## src/rtl/stat_srq_pkg.sv

```systemverilog
package stat_srq_pkg;
  localparam int unsigned STAT_W   = 8;
  localparam int unsigned B_SAMPLE = 0;
  localparam int unsigned B_CTRL   = 1;
  localparam int unsigned B_BAND   = 2;
  localparam int unsigned B_CHAN   = 3;
  localparam int unsigned B_FAULT  = 5;
  localparam int unsigned B_REQEN  = 6;
  // Positions held until a poll, and positions recomputed every cycle.
  localparam logic [STAT_W-1:0] LATCH_SET = 8'h0B;
  localparam logic [STAT_W-1:0] LEVEL_SET = 8'h24;
  localparam logic [STAT_W-1:0] SRQ_SRC   = LATCH_SET | LEVEL_SET;
endpackage

```

## src/rtl/stat_band_cmp.sv

```systemverilog
module stat_band_cmp #(
  parameter int unsigned W = 16
) (
  input  logic [W-1:0] reading_i,
  input  logic [W-1:0] setpoint_i,
  input  logic [W-1:0] limit_i,
  output logic         in_band_o
);
  localparam int unsigned DW = W + 1;

  logic signed [DW-1:0] diff;
  logic        [DW-1:0] mag;

  // One extra bit keeps the difference exact for any pair of inputs.
  assign diff      = $signed({reading_i[W-1], reading_i}) - $signed({setpoint_i[W-1], setpoint_i});
  assign mag       = diff[DW-1] ? DW'(-diff) : DW'(diff);
  assign in_band_o = (mag <= {1'b0, limit_i});
endmodule

```

## src/rtl/stat_bit_cell.sv

```systemverilog
module stat_bit_cell #(
  parameter bit LATCH = 1'b1
) (
  input  logic clk_i,
  input  logic rst_ni,
  input  logic en_i,
  input  logic hit_i,
  input  logic clr_i,
  output logic q_o
);
  logic set_now;
  assign set_now = en_i & hit_i;

  generate
    if (LATCH) begin : g_latch
      // A new event wins over a coincident clear so that it is not lost.
      always_ff @(posedge clk_i) begin
        if (!rst_ni)      q_o <= 1'b0;
        else if (set_now) q_o <= 1'b1;
        else if (clr_i)   q_o <= 1'b0;
      end
    end else begin : g_level
      always_ff @(posedge clk_i) begin
        if (!rst_ni) q_o <= 1'b0;
        else         q_o <= set_now & ~clr_i;
      end
    end
  endgenerate
endmodule

```

## src/rtl/stat_srq_unit.sv

```systemverilog
module stat_srq_unit
  import stat_srq_pkg::*;
#(
  parameter int unsigned W = 16
) (
  input  logic              clk_i,
  input  logic              rst_ni,
  input  logic              evt_sample_i,
  input  logic              evt_ctrl_i,
  input  logic              evt_chan_i,
  input  logic              fault_i,
  input  logic [W-1:0]      reading_i,
  input  logic [W-1:0]      setpoint_i,
  input  logic              lim_wr_i,
  input  logic [W-1:0]      lim_data_i,
  input  logic              mask_wr_i,
  input  logic [STAT_W-1:0] mask_data_i,
  input  logic              poll_i,
  output logic [STAT_W-1:0] status_o,
  output logic [STAT_W-1:0] mask_o,
  output logic              srq_o
);
  logic [STAT_W-1:0] mask_q;
  logic [W-1:0]      lim_q;
  logic              in_band;
  logic [STAT_W-1:0] hit_vec;
  logic [STAT_W-1:0] stat_q;
  logic              srq_q;

  always_ff @(posedge clk_i) begin
    if (!rst_ni) begin
      mask_q <= '0;
      lim_q  <= '0;
    end else begin
      if (mask_wr_i) mask_q <= mask_data_i;
      if (lim_wr_i)  lim_q  <= lim_data_i;
    end
  end

  stat_band_cmp #(.W(W)) band_i (
    .reading_i  (reading_i),
    .setpoint_i (setpoint_i),
    .limit_i    (lim_q),
    .in_band_o  (in_band)
  );

  always_comb begin
    hit_vec           = '0;
    hit_vec[B_SAMPLE] = evt_sample_i;
    hit_vec[B_CTRL]   = evt_ctrl_i;
    hit_vec[B_BAND]   = in_band;
    hit_vec[B_CHAN]   = evt_chan_i;
    hit_vec[B_FAULT]  = fault_i;
  end

  generate
    for (genvar i = 0; i < STAT_W; i++) begin : g_bit
      if (LATCH_SET[i]) begin : g_evt
        stat_bit_cell #(.LATCH(1'b1)) cell_i (
          .clk_i (clk_i), .rst_ni (rst_ni), .en_i (mask_q[i]),
          .hit_i (hit_vec[i]), .clr_i (poll_i), .q_o (stat_q[i])
        );
      end else if (LEVEL_SET[i]) begin : g_lvl
        stat_bit_cell #(.LATCH(1'b0)) cell_i (
          .clk_i (clk_i), .rst_ni (rst_ni), .en_i (mask_q[i]),
          .hit_i (hit_vec[i]), .clr_i (poll_i), .q_o (stat_q[i])
        );
      end else begin : g_rsvd
        // Reserved positions pass their tied-off source through.
        assign stat_q[i] = hit_vec[i];
      end
    end
  endgenerate

  always_ff @(posedge clk_i) begin
    if (!rst_ni)     srq_q <= 1'b0;
    else if (poll_i) srq_q <= 1'b0;
    else             srq_q <= mask_q[B_REQEN] & (|(stat_q & SRQ_SRC));
  end

  assign status_o = stat_q;
  assign mask_o   = mask_q;
  assign srq_o    = srq_q;
endmodule

```

## config.mk

```make
export PLATFORM = sky130hd
export DESIGN_NAME = stat_srq_unit
export DESIGN_NICKNAME = d
export VERILOG_FILES = /design/src/rtl/stat_srq_pkg.sv /design/src/rtl/stat_band_cmp.sv /design/src/rtl/stat_bit_cell.sv /design/src/rtl/stat_srq_unit.sv
export SDC_FILE = /design/constraint.sdc
export NUM_CORES = 1
export LEC_CHECK = 0
export CAP_MARGIN = 0
export CELL_PAD_IN_SITES_DETAIL_PLACEMENT = 1
export CELL_PAD_IN_SITES_GLOBAL_PLACEMENT = 1
export CORE_MARGIN = 1.5
export CORE_UTILIZATION = 36
export CTS_BUF_LIST = sky130_fd_sc_hd__clkbuf_8
export DETAILED_ROUTE_END_ITERATION = 8
export GPL_ROUTABILITY_DRIVEN = 1
export PLACE_DENSITY = 0.94
export SLEW_MARGIN = 10
export SYNTH_ARGS = -nofsm -noshare
export SYNTH_HDL_FRONTEND = slang
export SYNTH_SLANG_ARGS = --single-unit
```

## constraint.sdc

```tcl
create_clock -name clk_i -period 5.3 [get_ports clk_i]
set_input_delay 1.06 -clock clk_i [delete_from_list [all_inputs] [get_ports clk_i]]
set_output_delay 1.06 -clock clk_i [all_outputs]
set_load 0.02 [all_outputs]
```

---- Word-level counts from Yosys, hierarchy flattened ----
Cells that the tools add are included.
storage, ports and cells
  register bits after elaboration ......... 30
cells by class
  add/sub/neg operators ................... 2
  multiplexer cells ....................... 5
  bitwise gates (word level) .............. 10
  reduce and logical (&&, ||, !) cells .... 5
  order comparisons ....................... 1
operators with widths
  cell                number
  $le A17 B16 Y1      1
  $mux W17            1
  $neg A17 Y17        1
  $sub A16 B16 Y17    1
  $and A1 B1 Y1       8
  $reduce_bool A2 Y1  3
  $reduce_or A5 Y1    1
  $mux W1             4
  $not A1 Y1          2
  $reduce_or A2 Y1    1

---- Logic depth before layout (Yosys ltp) ----
Gate-level depths: netlist of the first run.
  word-level depth ........................ 6
  gate-level depth with buffers ........... 21

---- Hierarchy ----
From an unflattened synthesis of the first run, not the netlist that was laid out.
second synthesis, totals
  cells, all modules ...................... 350
  area total of the unflattened synthesis .. 3012.9 um2
by module, submodules not included
  module                                     sequential area each (um2)  cells each  times used  area each (um2)
  stat_band_cmp                              0.0                         248         1           1845.5
  stat_srq_unit                              500.5                       86          1           983.4
  stat_bit_cell (g_bit[0].g_evt.cell_i ...)  20.0                        4           3           41.3
  stat_bit_cell (g_bit[2].g_lvl.cell_i ...)  20.0                        2           2           30.0

---- Worst setup path after synthesis of the first run ----
OpenSTA, ideal clock, no wires.
  path kind ............................... input -> register
  start ................................... input setpoint_i[7]
  end ..................................... register g_bit[2].g_lvl.cell_i.q_o
  required time ........................... 5.222 ns
  path buffers ............................ 2
  slack ................................... 0.592 ns
  stages on the path ...................... 21
  setup time .............................. 0.078 ns
  arrival ................................. 4.630 ns
  path through ............................ inv_1 -> ha_1 -> clkbuf_1 -> a21o_1 -> nor2b_1 -> a21oi_1 -> a21o_1 -> and2_1 -> o31ai_1 -> clkbuf_1 -> nand2_1 -> xnor2_1 -> ha_1 -> a21o_1 -> a21o_1 -> a21o_1 -> a21oi_1 -> o221ai_1 -> o2111ai_1 -> a21oi_1 -> nor3_1
between the ends
  cells in the longest elaborated chain, start to end .. 6
ends and longest elaborated chain
  element                 line                 text
  start: declaration      stat_srq_unit.sv:13  input logic [W-1:0] setpoint_i,
  $sub A16 B16 Y17 *      stat_band_cmp.sv:15  assign diff = $signed({reading_i[W-1], reading_i}) - $signed({setpoint_i[W-1], setpoint_i});
  $neg A17 Y17            stat_band_cmp.sv:16  assign mag = diff[DW-1] ? DW'(-diff) : DW'(diff);
  $mux W17 *              stat_band_cmp.sv:16
  $le A17 B16 Y1 *        stat_band_cmp.sv:17  assign in_band_o = (mag <= {1'b0, limit_i});
  $and A1 B1 Y1 *         stat_bit_cell.sv:12  assign set_now = en_i & hit_i;
  $and A1 B1 Y1 *         stat_bit_cell.sv:25  else q_o <= set_now & ~clr_i;
  end signal: assignment  stat_bit_cell.sv:25
  end: declaration        stat_bit_cell.sv:9   output logic q_o
Every way passes the cells marked *; elsewhere a longest branch is shown, timed or not.
A chain may end at the register's enable or synchronous reset.

---- Worst setup path in the final report of the first run ----
  start ................................... input setpoint_i[2]
  end ..................................... register g_bit[2].g_lvl.cell_i.q_o
The elaborated chain is that of the path after synthesis.

==> results.txt, run 1 <==
----------------------------------------------------
[Run status]
  Run status ... finished clean

[Timing]
  Number of endpoints failing setup at the final stage ... 0
  Period minus WS final ... 5080 ps
  Sum of negative setup slack ... 0 ps
  Worst hold slack ... 464 ps
  Achievable Freq ... 197 MHz
  Rel. slew slack ... 0.372
  Count of endpoints failing hold in the final timing report ... 0
  Max-slew violation count ... 0
  Setup WS post-layout ... 219 ps
  Pin slew with the least headroom to its limit ... 939 ps
  Unrepaired setup endpoints after global routing ... no
  Fin Clk Skew ... 3.81 ps
  Fraction of the cycle the final worst path needs ... 0.959

[GRT]
  Number of antenna violations at the first check in global routing ... 0
  Global Route met1 Usage ... 0.198
  First-pass GRT wire length ... 12700 µm
  Number of global-route vias before repair ... 2876
  Overflow left after global routing ... 0
  Global routing met2 resource utilization ... 0.357
  GRT busiest layer ... met2
  Gr usage total ... 0.181
  Met3 track utilization from global routing ... 0.0220
  Pin count of the biggest net entering global routing ... 29

[Worst setup path]
  Reg2reg setup slack ... 3240 ps
  Worst Reg2Reg Path Length in Cells ... 10
  R2r startpoint ... lim_q[6]
  Number of buffer and inverter instances along the worst setup path ... 2
  Req. time, crit path ... 5460 ps
  Critical path startpoint category ... primary input
  Critical register-to-register path endpoint ... g_bit[2].g_lvl.cell_i.q_o
  Slowest Stage Delay on Critical Path ... 560 ps
  Crit path cell chain ... clkdlybuf4s50_1 -> inv_1 -> ha_1 -> nor2b_2 -> o31ai_4 -> nand2_1 -> or4_1 -> o311a_1 -> or4_4 -> o21ai_0 -> xnor2_1 -> ha_1 -> nand3_1 -> nor2_1 -> nand2_1 -> o221ai_1 -> o2111ai_1 -> a21oi_1 -> nor3_1
  Data arrival time of the critical path ... 5240 ps
  Cell family contributing the most delay on the critical path ... simple AND/OR/NAND/NOR gates
  Slowest cell on the critical path ... sky130_fd_sc_hd__or4_4
  Worst setup path category ... primary input to flop
  Crit path capture type ... flop
  Maximum fanout along the worst path ... 5

[Floorplan]
  Cell row count ... 32
  Die H ... 93.3 µm
  Floorplan die area ... 8710 µm²
  Top-level I/O count ... 82
  Initial Utilization ... 0.376
  Placeable core region ... 7810 µm²
  Die X ... 93.3 µm

[Layout]
  Sequential cell area ... 601 µm²
  Post-layout util ... 0.492
  Nets ... 522
  Share of layout cells above drive strength 1 ... 0.0613
  Final standard cell count with taps included and fillers excluded ... 526
  Final instance area ... 3840 µm²
  Multi-input gate area ... 2070 µm²
  Number of fillers in the final layout ... 926
  Number of diodes added for antenna fixing ... 0
  Layout overhead on the synthesized area ... 30.9%

[Synth]
  Synth Flop Type ... sky130_fd_sc_hd__dfxtp_1
  Async set-or-reset flop fraction in the synthesized netlist ... 0
  Average cell area after synthesis ... 8.25 µm²
  Cell types occupying the most area after synthesis ... sky130_fd_sc_hd__dfxtp_1 20%, sky130_fd_sc_hd__ha_1 14%, sky130_fd_sc_hd__mux2i_1 8.5%
  Fraction of post-synthesis cell area in the top cell type by area ... 0.204
  Share of the yosys chip area belonging to registers ... 0.204
  Warnings from Yosys ... 0
  Number of distinct library cells after synthesis ... 58
  Gate count of the mapped netlist ... 356
  Most numerous cell in the Yosys netlist ... sky130_fd_sc_hd__inv_1
  Number of enable flip-flop cells after synthesis ... 0
  Cell type contributing the most total cell area after synthesis ... sky130_fd_sc_hd__dfxtp_1
  Top cells by instance count after synthesis ... 39 x sky130_fd_sc_hd__inv_1, 33 x sky130_fd_sc_hd__ha_1, 32 x sky130_fd_sc_hd__nor2b_1
  Post-synthesis instance area ... 2940 µm²
  Flop and latch count out of synthesis ... 30

[Clock tree]
  Clock edge transition at the registers on the reported setup and hold paths ... 60 ps
  Maximum number of buffers from clock root to sink ... 2
  Root buffer cell ... sky130_fd_sc_hd__clkbuf_8
  TritonCTS clock tree ... yes
  Number of sinks driven by the clock tree ... 30
  H-tree level count ... 2
  Post-CTS Setup Repair Bufs ... 0
  Total clock buffers created by CTS ... 5
  Insertion delay of the later-clocked pin in the worst-skew pair ... 280 ps
  Number of buffers inserted by hold repair at cts ... 0

[Route]
  DR vias ... 2805
  Mean number of vias per cell ... 5.33
  Number of detailed-route iterations in the first pass ... 4
  Remaining DRCs ... 0
  Final antenna-violating net count ... 0
  DRC violation total after the first TritonRoute iteration ... 51
  Sum of routed wire length over all layers ... 7720 µm
  Routed wire per std cell ... 14.7 µm

[Placement]
  Port Buffer Count ... 78
  Total cell area at the placement stage ... 3740 µm²
  Routability Congestion ... 0.875
  HPWL after detailed placement ... 6520 µm
  Cell total after placement ... 518
  Setup slack at placement ... -114 ps

[Worst hold path]
  Endpoint with the worst hold slack ... srq_o
  Min-delay worst type ... flop to flop
  Worst hold path depth ... 1
  Worst Hold Launch ... mask_o[6]

[Power]
  Power density normalized to cell area ... 227 nW/µm²
  Leakage Power ... 1.65 nW
  Comb power frac ... 0.511
  Sw frac ... 0.360
  Proportion of power drawn by the clock network ... 0.208
  Internal power consumption ... 0.558 mW
  Total power ... 0.872 mW
  Sw power ... 0.314 mW
  Part of the power in registers ... 0.281
  Peak supply drop ... 87.3 µV

[Run]
  Max-cap violations ... 0

----------------------------------------------------
how the worst max path moves through the flow:
stage | slack [ps] | from | end | depth (start not counted)
2_1_floorplan | 590 | setpoint_i[7] | g_bit[2].g_lvl.cell_i.q_o | 21
5_1_grt | 9 | setpoint_i[2] | g_bit[2].g_lvl.cell_i.q_o | 19
3_3_place_gp | 110 | reading_i[0] | g_bit[2].g_lvl.cell_i.q_o | 19
3_5_place_dp | -110 | reading_i[0] | g_bit[2].g_lvl.cell_i.q_o | 17
4_1_cts | 160 | reading_i[0] | g_bit[2].g_lvl.cell_i.q_o | 17
6_report | 220 | setpoint_i[2] | g_bit[2].g_lvl.cell_i.q_o | 19
routing by layer:
| metal | vias to the layer above | wire length (µm) |
|---|---|---|
| li1 | 1388 | - |
| met1 | 1321 | 3340 |
| met2 | 87 | 3960 |
| met3 | 9 | 316 |
| met4 | 0 | 109 |
| met5 | - | 0 |
placed cells by master (no fill, tap or decap), types with 3 or more instances in the layout:
| cell | netlist | final |
|---|---|---|
| sky130_fd_sc_hd__a211oi_1 | 7 | 7 |
| sky130_fd_sc_hd__a21o_1 | 9 | 9 |
| sky130_fd_sc_hd__a21oi_1 | 19 | 17 |
| sky130_fd_sc_hd__a22oi_1 | 3 | 3 |
| sky130_fd_sc_hd__and3_1 | 4 | 4 |
| sky130_fd_sc_hd__buf_4 | 13 | 4 |
| sky130_fd_sc_hd__clkbuf_8 | 0 | 6 |
| sky130_fd_sc_hd__clkdlybuf4s50_1 | 0 | 78 |
| sky130_fd_sc_hd__conb_1 | 1 | 3 |
| sky130_fd_sc_hd__dfxtp_1 | 30 | 30 |
| sky130_fd_sc_hd__ha_1 | 33 | 33 |
| sky130_fd_sc_hd__inv_1 | 39 | 40 |
| sky130_fd_sc_hd__mux2i_1 | 25 | 25 |
| sky130_fd_sc_hd__nand2_1 | 14 | 14 |
| sky130_fd_sc_hd__nand2b_1 | 3 | 3 |
| sky130_fd_sc_hd__nand3_1 | 7 | 7 |
| sky130_fd_sc_hd__nand4_1 | 5 | 5 |
| sky130_fd_sc_hd__nor2_1 | 13 | 13 |
| sky130_fd_sc_hd__nor2b_1 | 32 | 31 |
| sky130_fd_sc_hd__nor3_1 | 4 | 4 |
| sky130_fd_sc_hd__o2111ai_1 | 3 | 3 |
| sky130_fd_sc_hd__o211ai_1 | 3 | 3 |
| sky130_fd_sc_hd__o21ai_0 | 10 | 10 |
| sky130_fd_sc_hd__o21ai_1 | 3 | 3 |
| sky130_fd_sc_hd__o31ai_1 | 4 | 4 |
| sky130_fd_sc_hd__or4_4 | 3 | 3 |
| sky130_fd_sc_hd__xnor2_1 | 15 | 15 |
| sky130_fd_sc_hd__xor2_1 | 6 | 6 |
state kept, by name (all words and copies together), names as in the netlist:
name / cells
lim_q: 16
srq_o: 1
g_bit.g_evt.cell_i.q_o: 3
mask_o: 8
g_bit.g_lvl.cell_i.q_o: 2
repair_timing:
action / 4_1_cts / 5_1_grt
resized for setup: 0 / 3
endpoints found under the hold margin: 0 / 0
setup endpoints to repair: 0 / 1
power by group through the flow:
stage               sequential [mW]  clock (mW)  combinational, mW
floorplan                     0.249           0              0.304
global placement              0.249           0              0.417
detailed placement            0.250           0              0.444
CTS                           0.245       0.186              0.447
global route                  0.246       0.198              0.496
finish                        0.245       0.181              0.445
cell families after synthesis:
logic type	synth area share
AO/OA/AOI/OAI	0.205
adder cells (fa/ha/maj)	0.147
buffers and inverters	0.0975
multiplexers	0.0852
flip-flops	0.204
XOR/XNOR	0.0626
other	0.00128
AND/OR/NAND/NOR	0.196
layout make-up:
class / instances / share of cell area
Clock inverter: 2 / 0.00228
Inverter: 39 / 0.0381
Tap cell: 102 / 0.0332
Multi-Input combinational cell: 265 / 0.538
Sequential cell: 30 / 0.156
Timing Repair Buffer: 82 / 0.211
Clock buffer: 6 / 0.0215
Note: power is estimated with default switching activity, not from simulation.
==> inputs of run 2 (changes only) <==
--- a/config.mk
+++ b/config.mk
@@ -11,6 +11,7 @@
 export CORE_MARGIN = 1.5
 export CORE_UTILIZATION = 36
 export CTS_BUF_LIST = sky130_fd_sc_hd__clkbuf_8
+export CTS_CLUSTER_DIAMETER = 30
 export DETAILED_ROUTE_END_ITERATION = 8
 export GPL_ROUTABILITY_DRIVEN = 1
 export PLACE_DENSITY = 0.94
==> results of run 2 <==
The final DEF is identical to that of run 1; final timing and power are the same.
